===== src/rtl/afc_pkg.sv =====
package afc_pkg;
   typedef enum logic [1:0] {
      CMP_BELOW = 2'd0,
      CMP_EQUAL = 2'd1,
      CMP_ABOVE = 2'd2
   } cmp_e;
endpackage


===== src/rtl/afc_event_sum.sv =====
module afc_event_sum #(
   parameter int N_SRC = 4,
   parameter int SZ_W  = 7,
   parameter int SUM_W = SZ_W + $clog2(N_SRC + 1)
) (
   input  logic [N_SRC-1:0]      ev_valid,
   input  logic [N_SRC*SZ_W-1:0] ev_size,
   output logic [SUM_W-1:0]      sum
);
   logic [SUM_W-1:0] lane [N_SRC];

   // each lane contributes its size only while its strobe is set
   for (genvar g = 0; g < N_SRC; g++) begin : g_lane
      assign lane[g] = ev_valid[g] ? SUM_W'(ev_size[g*SZ_W +: SZ_W]) : '0;
   end

   always_comb begin
      sum = '0;
      for (int i = 0; i < N_SRC; i++) sum = sum + lane[i];
   end
endmodule


===== src/rtl/afc_window_timer.sv =====
module afc_window_timer #(
   parameter int WIN_W = 16
) (
   input  logic             clk,
   input  logic             rst_n,
   input  logic [WIN_W-1:0] cfg_window,
   output logic             tick
);
   logic [WIN_W-1:0] cnt_q;
   logic [WIN_W-1:0] last;

   // a length of zero behaves as a length of one
   assign last = (cfg_window == '0) ? '0 : cfg_window - 1'b1;
   // >= keeps the timer from running away after a shorter length is written
   assign tick = (cnt_q >= last);

   always_ff @(posedge clk) begin
      if (!rst_n)    cnt_q <= '0;
      else if (tick) cnt_q <= '0;
      else           cnt_q <= cnt_q + 1'b1;
   end
endmodule


===== src/rtl/afc_traffic_acc.sv =====
module afc_traffic_acc #(
   parameter int SUM_W    = 10,
   parameter int ACC_W    = 24,
   parameter bit SATURATE = 1'b1
) (
   input  logic             clk,
   input  logic             rst_n,
   input  logic [SUM_W-1:0] add,
   input  logic             clear,
   output logic [ACC_W-1:0] acc_q,
   output logic [ACC_W-1:0] total
);
   logic [ACC_W:0] wide;

   assign wide = {1'b0, acc_q} + (ACC_W + 1)'(add);

   if (SATURATE) begin : g_sat
      assign total = wide[ACC_W] ? '1 : wide[ACC_W-1:0];
   end else begin : g_wrap
      assign total = wide[ACC_W-1:0];
   end

   // the total seen at a boundary already includes that cycle's traffic
   always_ff @(posedge clk) begin
      if (!rst_n)     acc_q <= '0;
      else if (clear) acc_q <= '0;
      else            acc_q <= total;
   end
endmodule


===== src/rtl/afc_util_cmp.sv =====
module afc_util_cmp
   import afc_pkg::*;
#(
   parameter int ACC_W  = 24,
   parameter int PEAK_W = 24,
   parameter int FRAC_W = 8
) (
   input  logic [ACC_W-1:0]  total,
   input  logic [PEAK_W-1:0] peak,
   input  logic [FRAC_W-1:0] thresh,
   output cmp_e              result
);
   localparam int BASE_W = (ACC_W > PEAK_W) ? ACC_W : PEAK_W;
   localparam int PW     = BASE_W + FRAC_W + 1;

   logic [PW-1:0] lhs;
   logic [PW-1:0] rhs;

   // total/peak vs thresh/2^FRAC_W, cross-multiplied
   assign lhs = PW'(total) << FRAC_W;
   assign rhs = PW'(thresh) * PW'(peak);

   always_comb begin
      if (lhs > rhs)      result = CMP_ABOVE;
      else if (lhs < rhs) result = CMP_BELOW;
      else                result = CMP_EQUAL;
   end
endmodule


===== src/rtl/adaptive_filter_ctrl.sv =====
module adaptive_filter_ctrl
   import afc_pkg::*;
#(
   parameter int N_SRC    = 4,
   parameter int SZ_W     = 7,
   parameter int WIN_W    = 16,
   parameter int ACC_W    = 24,
   parameter int PEAK_W   = 24,
   parameter int FRAC_W   = 8,
   parameter bit SATURATE = 1'b1
) (
   input  logic                   clk,
   input  logic                   rst_n,
   input  logic [N_SRC-1:0]       ev_valid,
   input  logic [N_SRC*SZ_W-1:0]  ev_size,
   input  logic [WIN_W-1:0]       cfg_window,
   input  logic [PEAK_W-1:0]      cfg_peak,
   input  logic [FRAC_W-1:0]      cfg_thresh,
   input  logic                   filt_hot,
   output logic                   filter_enable,
   output logic                   alloc_hot,
   output logic                   win_tick
);
   localparam int SUM_W = SZ_W + $clog2(N_SRC + 1);

   if (N_SRC < 1 || SZ_W < 1 || WIN_W < 1 || FRAC_W < 1 || PEAK_W < 1)
      begin : g_bad_width
      $error("adaptive_filter_ctrl: all widths and counts must be positive");
   end
   if (ACC_W < SUM_W) begin : g_bad_acc
      $error("adaptive_filter_ctrl: ACC_W must hold one cycle of traffic");
   end

   logic [SUM_W-1:0] cyc_sum;
   logic [ACC_W-1:0] acc_q;
   logic [ACC_W-1:0] win_total;
   cmp_e             verdict;
   logic             en_q;

   afc_event_sum #(.N_SRC(N_SRC), .SZ_W(SZ_W), .SUM_W(SUM_W)) u_sum (
      .ev_valid (ev_valid),
      .ev_size  (ev_size),
      .sum      (cyc_sum)
   );

   afc_window_timer #(.WIN_W(WIN_W)) u_timer (
      .clk        (clk),
      .rst_n      (rst_n),
      .cfg_window (cfg_window),
      .tick       (win_tick)
   );

   afc_traffic_acc #(.SUM_W(SUM_W), .ACC_W(ACC_W), .SATURATE(SATURATE)) u_acc (
      .clk   (clk),
      .rst_n (rst_n),
      .add   (cyc_sum),
      .clear (win_tick),
      .acc_q (acc_q),
      .total (win_total)
   );

   afc_util_cmp #(.ACC_W(ACC_W), .PEAK_W(PEAK_W), .FRAC_W(FRAC_W)) u_cmp (
      .total  (win_total),
      .peak   (cfg_peak),
      .thresh (cfg_thresh),
      .result (verdict)
   );

   // filtering starts on; the decision moves only at a window end
   always_ff @(posedge clk) begin
      if (!rst_n) en_q <= 1'b1;
      else if (win_tick) begin
         if (verdict == CMP_ABOVE)      en_q <= 1'b1;
         else if (verdict == CMP_BELOW) en_q <= 1'b0;
      end
   end

   assign filter_enable = en_q;
   assign alloc_hot     = filt_hot | ~en_q;
endmodule


===== config.mk =====
export PLATFORM = sky130hd
export DESIGN_NAME = adaptive_filter_ctrl
export DESIGN_NICKNAME = d
export VERILOG_FILES = /design/src/rtl/afc_pkg.sv /design/src/rtl/afc_event_sum.sv /design/src/rtl/afc_window_timer.sv /design/src/rtl/afc_traffic_acc.sv /design/src/rtl/afc_util_cmp.sv /design/src/rtl/adaptive_filter_ctrl.sv
export SDC_FILE = /design/constraint.sdc
export NUM_CORES = 1
export LEC_CHECK = 0
export BUFFER_PORTS_ARGS = -buffer_cell sky130_fd_sc_hd__buf_2
export CAP_MARGIN = 20
export CORE_UTILIZATION = 50
export DETAILED_ROUTE_END_ITERATION = 8
export GPL_ROUTABILITY_DRIVEN = 0
export GPL_TIMING_DRIVEN = 0
export PLACE_DENSITY = 0.75
export REMOVE_ABC_BUFFERS = 1
export SYNTH_ARGS = -nofsm -noshare
export SYNTH_HDL_FRONTEND = slang
export SYNTH_HIERARCHICAL = 1
export SYNTH_SLANG_ARGS = --single-unit

===== constraint.sdc =====
create_clock -name clk -period 5.88 [get_ports clk]
set_clock_uncertainty 0.1 [all_clocks]
set_input_delay 0.294 -clock clk [delete_from_list [all_inputs] [get_ports clk]]
set_output_delay 0.294 -clock clk [all_outputs]
set_load 0.02 [all_outputs]

==> flow_summary.ini, run 1 <==
[finish]
drive_gt1_share_pct = 17.4
nets = 1699
final_util_pct = 58.8
n_antenna_cell = 0
final_common_cell = inv_1
multi_input_area_sq_um = 9600
final_cell_mix = inv_1 (173), and2_1 (157), fa_1 (139)
fillers = 1825
register_area_sq_um = 821
synthToLayoutAreaGrowth_pct = 15.4

[logic_synthesis]
synth_warnings = 6
synth_compound_area_share_pct = 13.2
postSynth.asyncResetShare_pct = 0
ys_seq_area_share_pct = 7.66
synth_ff_type = dfxtp_1
syn-instance-count = 1269
synthAdderAreaFrac_pct = 40.3
synth_mux_area_share_pct = 0.140
netlist_area_sq_um = 10700
syn_area_per_cell_sq_um = 8.44
synth_xor_area_share_pct = 5.97
synthDistinctLibCells = 77
synth_top_family_by_area = adder cells
yosys.area.top_type = fa_1
synth_top_area_share_pct = 26.5
synth_area_leaders = fa_1 (27%), ha_1 (14%), and2_1 (9.6%)
yosys.area_share.simple_pct = 24.8
synth_seq_cells = 41
synth_edf_count = 0

[sta]
fin_ws_ns = -0.116
slew_headroom_pct = 32.4
rsz0062_at_grt = true
drv_slew = 0
period_needed_ns = 6.00
tightest_slew_ns = 1.01
hold_viol = 0
setup_viol = 1
fmax_mhz = 167
finalCritPeriodShare_pct = 102

[global_route]
first_global_vias = 9047
grt.total_usage_pct = 22.4
grt.overflow.total = 0
antenna_found_initial = 0
grt_max_degree = 25
grt_first_pass_wirelength_um = 41300

[drt]
wirelength_um = 24000
vias_per_cell = 5.52
routedWlPerCell_um = 14.7
vias = 9005
first_pass_iters = 7
route.detailed.drc = 2
ant_nets = 0
dr.first_iter.drc_count = 382

[min_path]
holdCritPathClass = in -> reg

[setup_path]
worst-path-max-fanout = 7
cp.required_ns = 6.00
arrival_ns = 6.12
crit_type = in -> reg
end_kind = register
start_kind = primary input

[floorplan]
io_pins = 86
die_x_um = 148
die_y_um = 148
die_area_sq_um = 22000
initial_utilization_pct = 51.0
placementRows = 53
coreArea_sq_um = 21000

[clocking]
cts-htree-levels = 2
cts.reportedPaths.clkPinSlew_ns = 0.06
cts_num_sinks = 41
clk-insertion-delay-late_ns = 0.28
cts_buffers = 5
cts_hold_buf = 0
cts_tree = done
cts_root_buffer = clkbuf_16
clockBufferDepth = 2

[place]
dp_hpwl_um = 18200
port_buffers = 85
place_ws_ns = -2.02

[power_and_ir_drop]
vdd_drop_max_v = 0.000272
total_power_mw = 5.12
power_leakage_nw = 5.89
pwr_density_cell_nw_per_um2 = 414

[outcome]
status = complete, but fails checks
violations = design-rule violations, negative setup slack

[flow_run]
maxCapViolCount = 0
power by group:
| part | total, mW | internal [mW] | switching, mW | leakage (nW) |
|---|---|---|---|---|
| combinational | 4.52 | 2.00 | 2.52 | 5.49 |
| clock | 0.274 | 0.158 | 0.116 | 0.0702 |
| sequential | 0.320 | 0.307 | 0.0123 | 0.333 |
| total | 5.12 | 2.47 | 2.65 | 5.89 |
metrics by stage:
stage	TNS, ns	area, sq um	hold WS (ns)	cells
3_3_place_gp	-1.98	11300	0.421	1592
2_1_floorplan	-0.494	10500	0.259	1232
5_1_grt	-0.302	12400	0.159	1632
6_report	-0.116	12400	0.155	1632
3_5_place_dp	-2.02	11300	0.425	1592
4_1_cts	0	12000	0.155	1619
flip-flops by register name, summed over array words and instances (netlist names):
register	count
filter_enable	1
u_timer/cnt_q	16
u_acc/acc_q	24
synthesized netlist by cell type (4+ instances only):
cell	n
a211o_1	4
a21o_1	27
a21oi_1	68
a31oi_1	11
and2_1	164
and3_1	9
buf_2	5
buf_6	4
clkbuf_1	26
dfxtp_1	41
fa_1	142
ha_1	118
inv_1	176
nand2_1	129
nand2b_1	8
nand3_1	20
nand4_1	30
nor2_1	38
nor2b_1	5
nor3_1	13
nor4_1	13
nor4_2	13
o211ai_1	5
o21a_1	11
o21ai_0	30
o21bai_1	4
or3_1	6
xnor2_1	46
xor2_1	27
worst max-delay path, cell delays in order:
cell and delay (ns):
buf_4 0.14, and2_1 0.15, fa_1 0.43, ha_2 0.20, fa_2 0.39, a211oi_4 0.28, o21a_1 0.19, ha_4 0.22
o21ai_2 0.07, nand2b_1 0.11, a21oi_4 0.18, nor2b_4 0.06, xor2_1 0.16, ha_1 0.32, a21o_1 0.17, or3_1 0.37
o22a_4 0.25, and2_4 0.21, a31oi_4 0.20, nor2_1 0.08, ha_1 0.30, nand4_1 0.20, nor4_4 0.35, nand4_1 0.20
nor3_4 0.26, buf_4 0.16, nor2b_1 0.04, o211ai_2 0.11
worst paths after layout:
kind	slack [ns]	depth (start not counted)	start	endpoint
max reg2reg	1.82	17	u_acc/acc_q[0]$_SDFF_PP0_	filter_enable$_SDFFE_PN1P_
max	-0.12	28	ev_valid[0]	filter_enable$_SDFFE_PN1P_
min	0.16	2	rst_n	filter_enable$_SDFFE_PN1P_
min reg2reg	0.42	2	filter_enable$_SDFFE_PN1P_	filter_enable$_SDFFE_PN1P_
logic make-up (layout without fill, tap and decap cells):
| family | after synthesis | after routing |
|---|---|---|
| and+or+nand+nor | 474 | 476 |
| adders and majority gates | 260 | 260 |
| buffers and inverters | 213 | 299 |
| AOI/OAI and AO/OA | 207 | 207 |
| xor gates and xnor gates | 73 | 73 |
| DFF | 41 | 41 |
| muxes | 1 | 1 |
cell type report:
class / count / share of cell area [%]
clock inverter: 3 / 0.172
timing repair buffer: 115 / 6.34
inverter: 176 / 5.35
clock buffer: 5 / 1.01
sequential: 41 / 6.64
multi-input combinational: 1017 / 77.7
tap: 275 / 2.78
repair_timing:
item | CTS | global route
gates cloned | 2 | 0
gates resized for setup | 96 | 51
setup buffers | 17 | 13
pin swaps | 47 | 41
endpoints found under the setup margin | 1 | 1
metal layers:
layer | global-route usage (%) | part of all wire [%]
met5 | 0 | 0
met4 | 3.04 | 0.69
met3 | 1.53 | 3.1
met2 | 40.2 | 52
met1 | 30.0 | 45
Note: power is estimated with default switching activity, not from simulation.
==> inputs of run 2 (changes only) <==
--- a/config.mk
+++ b/config.mk
@@ -7,6 +7,7 @@
 export LEC_CHECK = 0
 export BUFFER_PORTS_ARGS = -buffer_cell sky130_fd_sc_hd__buf_2
 export CAP_MARGIN = 20
+export CORE_ASPECT_RATIO = 1.25
 export CORE_UTILIZATION = 50
 export DETAILED_ROUTE_END_ITERATION = 8
 export GPL_ROUTABILITY_DRIVEN = 0
==> run 2 against run 1 <==
Net effect:
- the flow finishes with violations (negative setup slack)
- die area about the same
- routed wire length is 0.53% higher
- sequential share of layout area rose by 0.073 points
- utilization is 0.28 points lower
- combinational power shrank 3%
- first-iteration DRC count shrank 7.3%
- worst hold slack better by 0.0021 ns
- largest power group unchanged
==> flow_summary.ini, run 2 (same netlist as run 1, synthesis figures left out) <==
[finish]
nets = 1692
fillers = 1830
final_cells = 1624
synthToLayoutAreaGrowth_pct = 14.1
drive_gt1_share_pct = 16.5
final_cell_mix = inv_1 (176), and2_1 (162), fa_1 (141)
largest_reg_flops = 24
final_common_cell = inv_1
top_register = u_acc/acc_q
n_antenna_cell = 0
final_util_pct = 58.5

[sta]
fmax_mhz = 167
drv_slew = 0
fin_ws_ns = -0.107
finalCritPeriodShare_pct = 102
hold_viol = 0
period_needed_ns = 5.99
setup_viol = 1
slew_headroom_pct = 31.9
setup_tns_ns = -0.107
rsz0062_at_grt = true
tightest_slew_ns = 1.02

[setup_path]
worst-path-max-fanout = 7
start_kind = primary input
crit_type = in -> reg
critPathLaunch = ev_valid[2]
arrival_ns = 6.05
end_kind = register
cp.required_ns = 5.95
r2r-start = u_acc/acc_q[0]$_SDFF_PP0_

[min_path]
min_from = rst_n
holdCritPathClass = in -> reg

[flow_run]
maxCapViolCount = 0

[drt]
vias = 9016
vias_per_cell = 5.55
dr.first_iter.drc_count = 354
route.detailed.drc = 0
ant_nets = 0
first_pass_iters = 5
wirelength_um = 24100
routedWlPerCell_um = 14.8

[clocking]
cts_buffers = 5
cts_num_sinks = 41
clockBufferDepth = 2
clk-insertion-delay-late_ns = 0.28
cts_hold_buf = 0
cts.reportedPaths.clkPinSlew_ns = 0.06
cts-htree-levels = 2
cts_root_buffer = clkbuf_16
cts_tree = done

[power_and_ir_drop]
power_leakage_nw = 5.85
vdd_drop_max_v = 0.000285
pwr_density_cell_nw_per_um2 = 410
total_power_mw = 5.01

[global_route]
grt.overflow.total = 0
antenna_found_initial = 0
grt_max_degree = 25
first_global_vias = 9346
grt.total_usage_pct = 22.4
grt_first_pass_wirelength_um = 41900

[place]
dp_hpwl_um = 18700
place_ws_ns = -1.95
port_buffers = 85
placed_cells = 1591

[outcome]
violations = negative setup slack
status = complete, but fails checks

[floorplan]
die_y_um = 166
initial_utilization_pct = 51.3
die_area_sq_um = 22000
placementRows = 59
io_pins = 86
coreArea_sq_um = 20900
die_x_um = 133
-- run 2: cell types whose count changed in the layout (fill, tap and decap cells not counted), moves of 4 or more --
cell	before	now
buf_2	69	75
ha_1	97	101
buf_4	34	27
ha_4	17	12
and2_1	157	162
and2_4	9	4
-- run 2: layout make-up --
cell class,instances,area (sq um),area share (%)
multi-input cells,1017,9570,78.2
flip-flops and latches,41,821,6.71
repair buffers,108,667,5.46
inverters,176,661,5.40
well taps,274,343,2.80
clock buffers,6,129,1.05
clock inverters,2,38.8,0.317
-- run 2: per-stage QoR --
stage	hold slack [ns]	cell area (sq um)
final	0.157	12200
after global placement	0.420	11300
after CTS	0.155	11900
after detailed placement	0.425	11300
after global routing	0.162	12200
after floorplan	0.259	10500
-- run 2: per-layer routing --
| layer | GRT usage, % | wire [um] | vias to the layer above |
|---|---|---|---|
| li1 | - | - | 4378 |
| met3 | 1.32 | 465 | 28 |
| met4 | 4.30 | 366 | 0 |
| met2 | 43.0 | 13100 | 135 |
| met5 | 0 | 0 | - |
| met1 | 27.2 | 10200 | 4475 |
-- run 2: path summary, 6_finish.rpt --
check / endpoint / slack, ns / depth (start not counted)
worst max register to register: filter_enable$_SDFFE_PN1P_ / 1.78 / 17
worst min-delay path: filter_enable$_SDFFE_PN1P_ / 0.16 / 2
worst max-delay path: filter_enable$_SDFFE_PN1P_ / -0.11 / 28
worst min register to register: filter_enable$_SDFFE_PN1P_ / 0.43 / 2
-- run 2: where the power goes --
group	switching (mW)	internal, mW	total [mW]	leakage (nW)
clock network	0.107	0.201	0.308	0.0810
logic	2.49	1.89	4.38	5.44
registers	0.0127	0.307	0.320	0.333
total	2.61	2.40	5.01	5.85
-- run 2: timing repair --
action	CTS	global route
endpoints found under the setup margin	1	1
gates resized for setup	71	47
cloned	1	1
setup buffers	13	10
pin swaps	33	26
-- run 2: worst max-delay path, cell delays in order --
cell and delay, ns:
buf_4 0.14, and2_4 0.14, fa_1 0.47, ha_2 0.20, fa_2 0.40, a211oi_4 0.30
o21a_1 0.18, ha_4 0.22, o21ai_0 0.09, nand2b_1 0.10, a21oi_2 0.15, nor2b_2 0.06
xor2_1 0.16, ha_1 0.30, a21o_1 0.21, or3_4 0.33, o22a_4 0.22, and2_4 0.20
nand2_8 0.10, a31oi_2 0.13, ha_1 0.32, nand4_1 0.18, nor4_4 0.39, nand4_1 0.21
nor3_4 0.27, a21oi_2 0.06, nand3b_1 0.11, o211ai_2 0.09
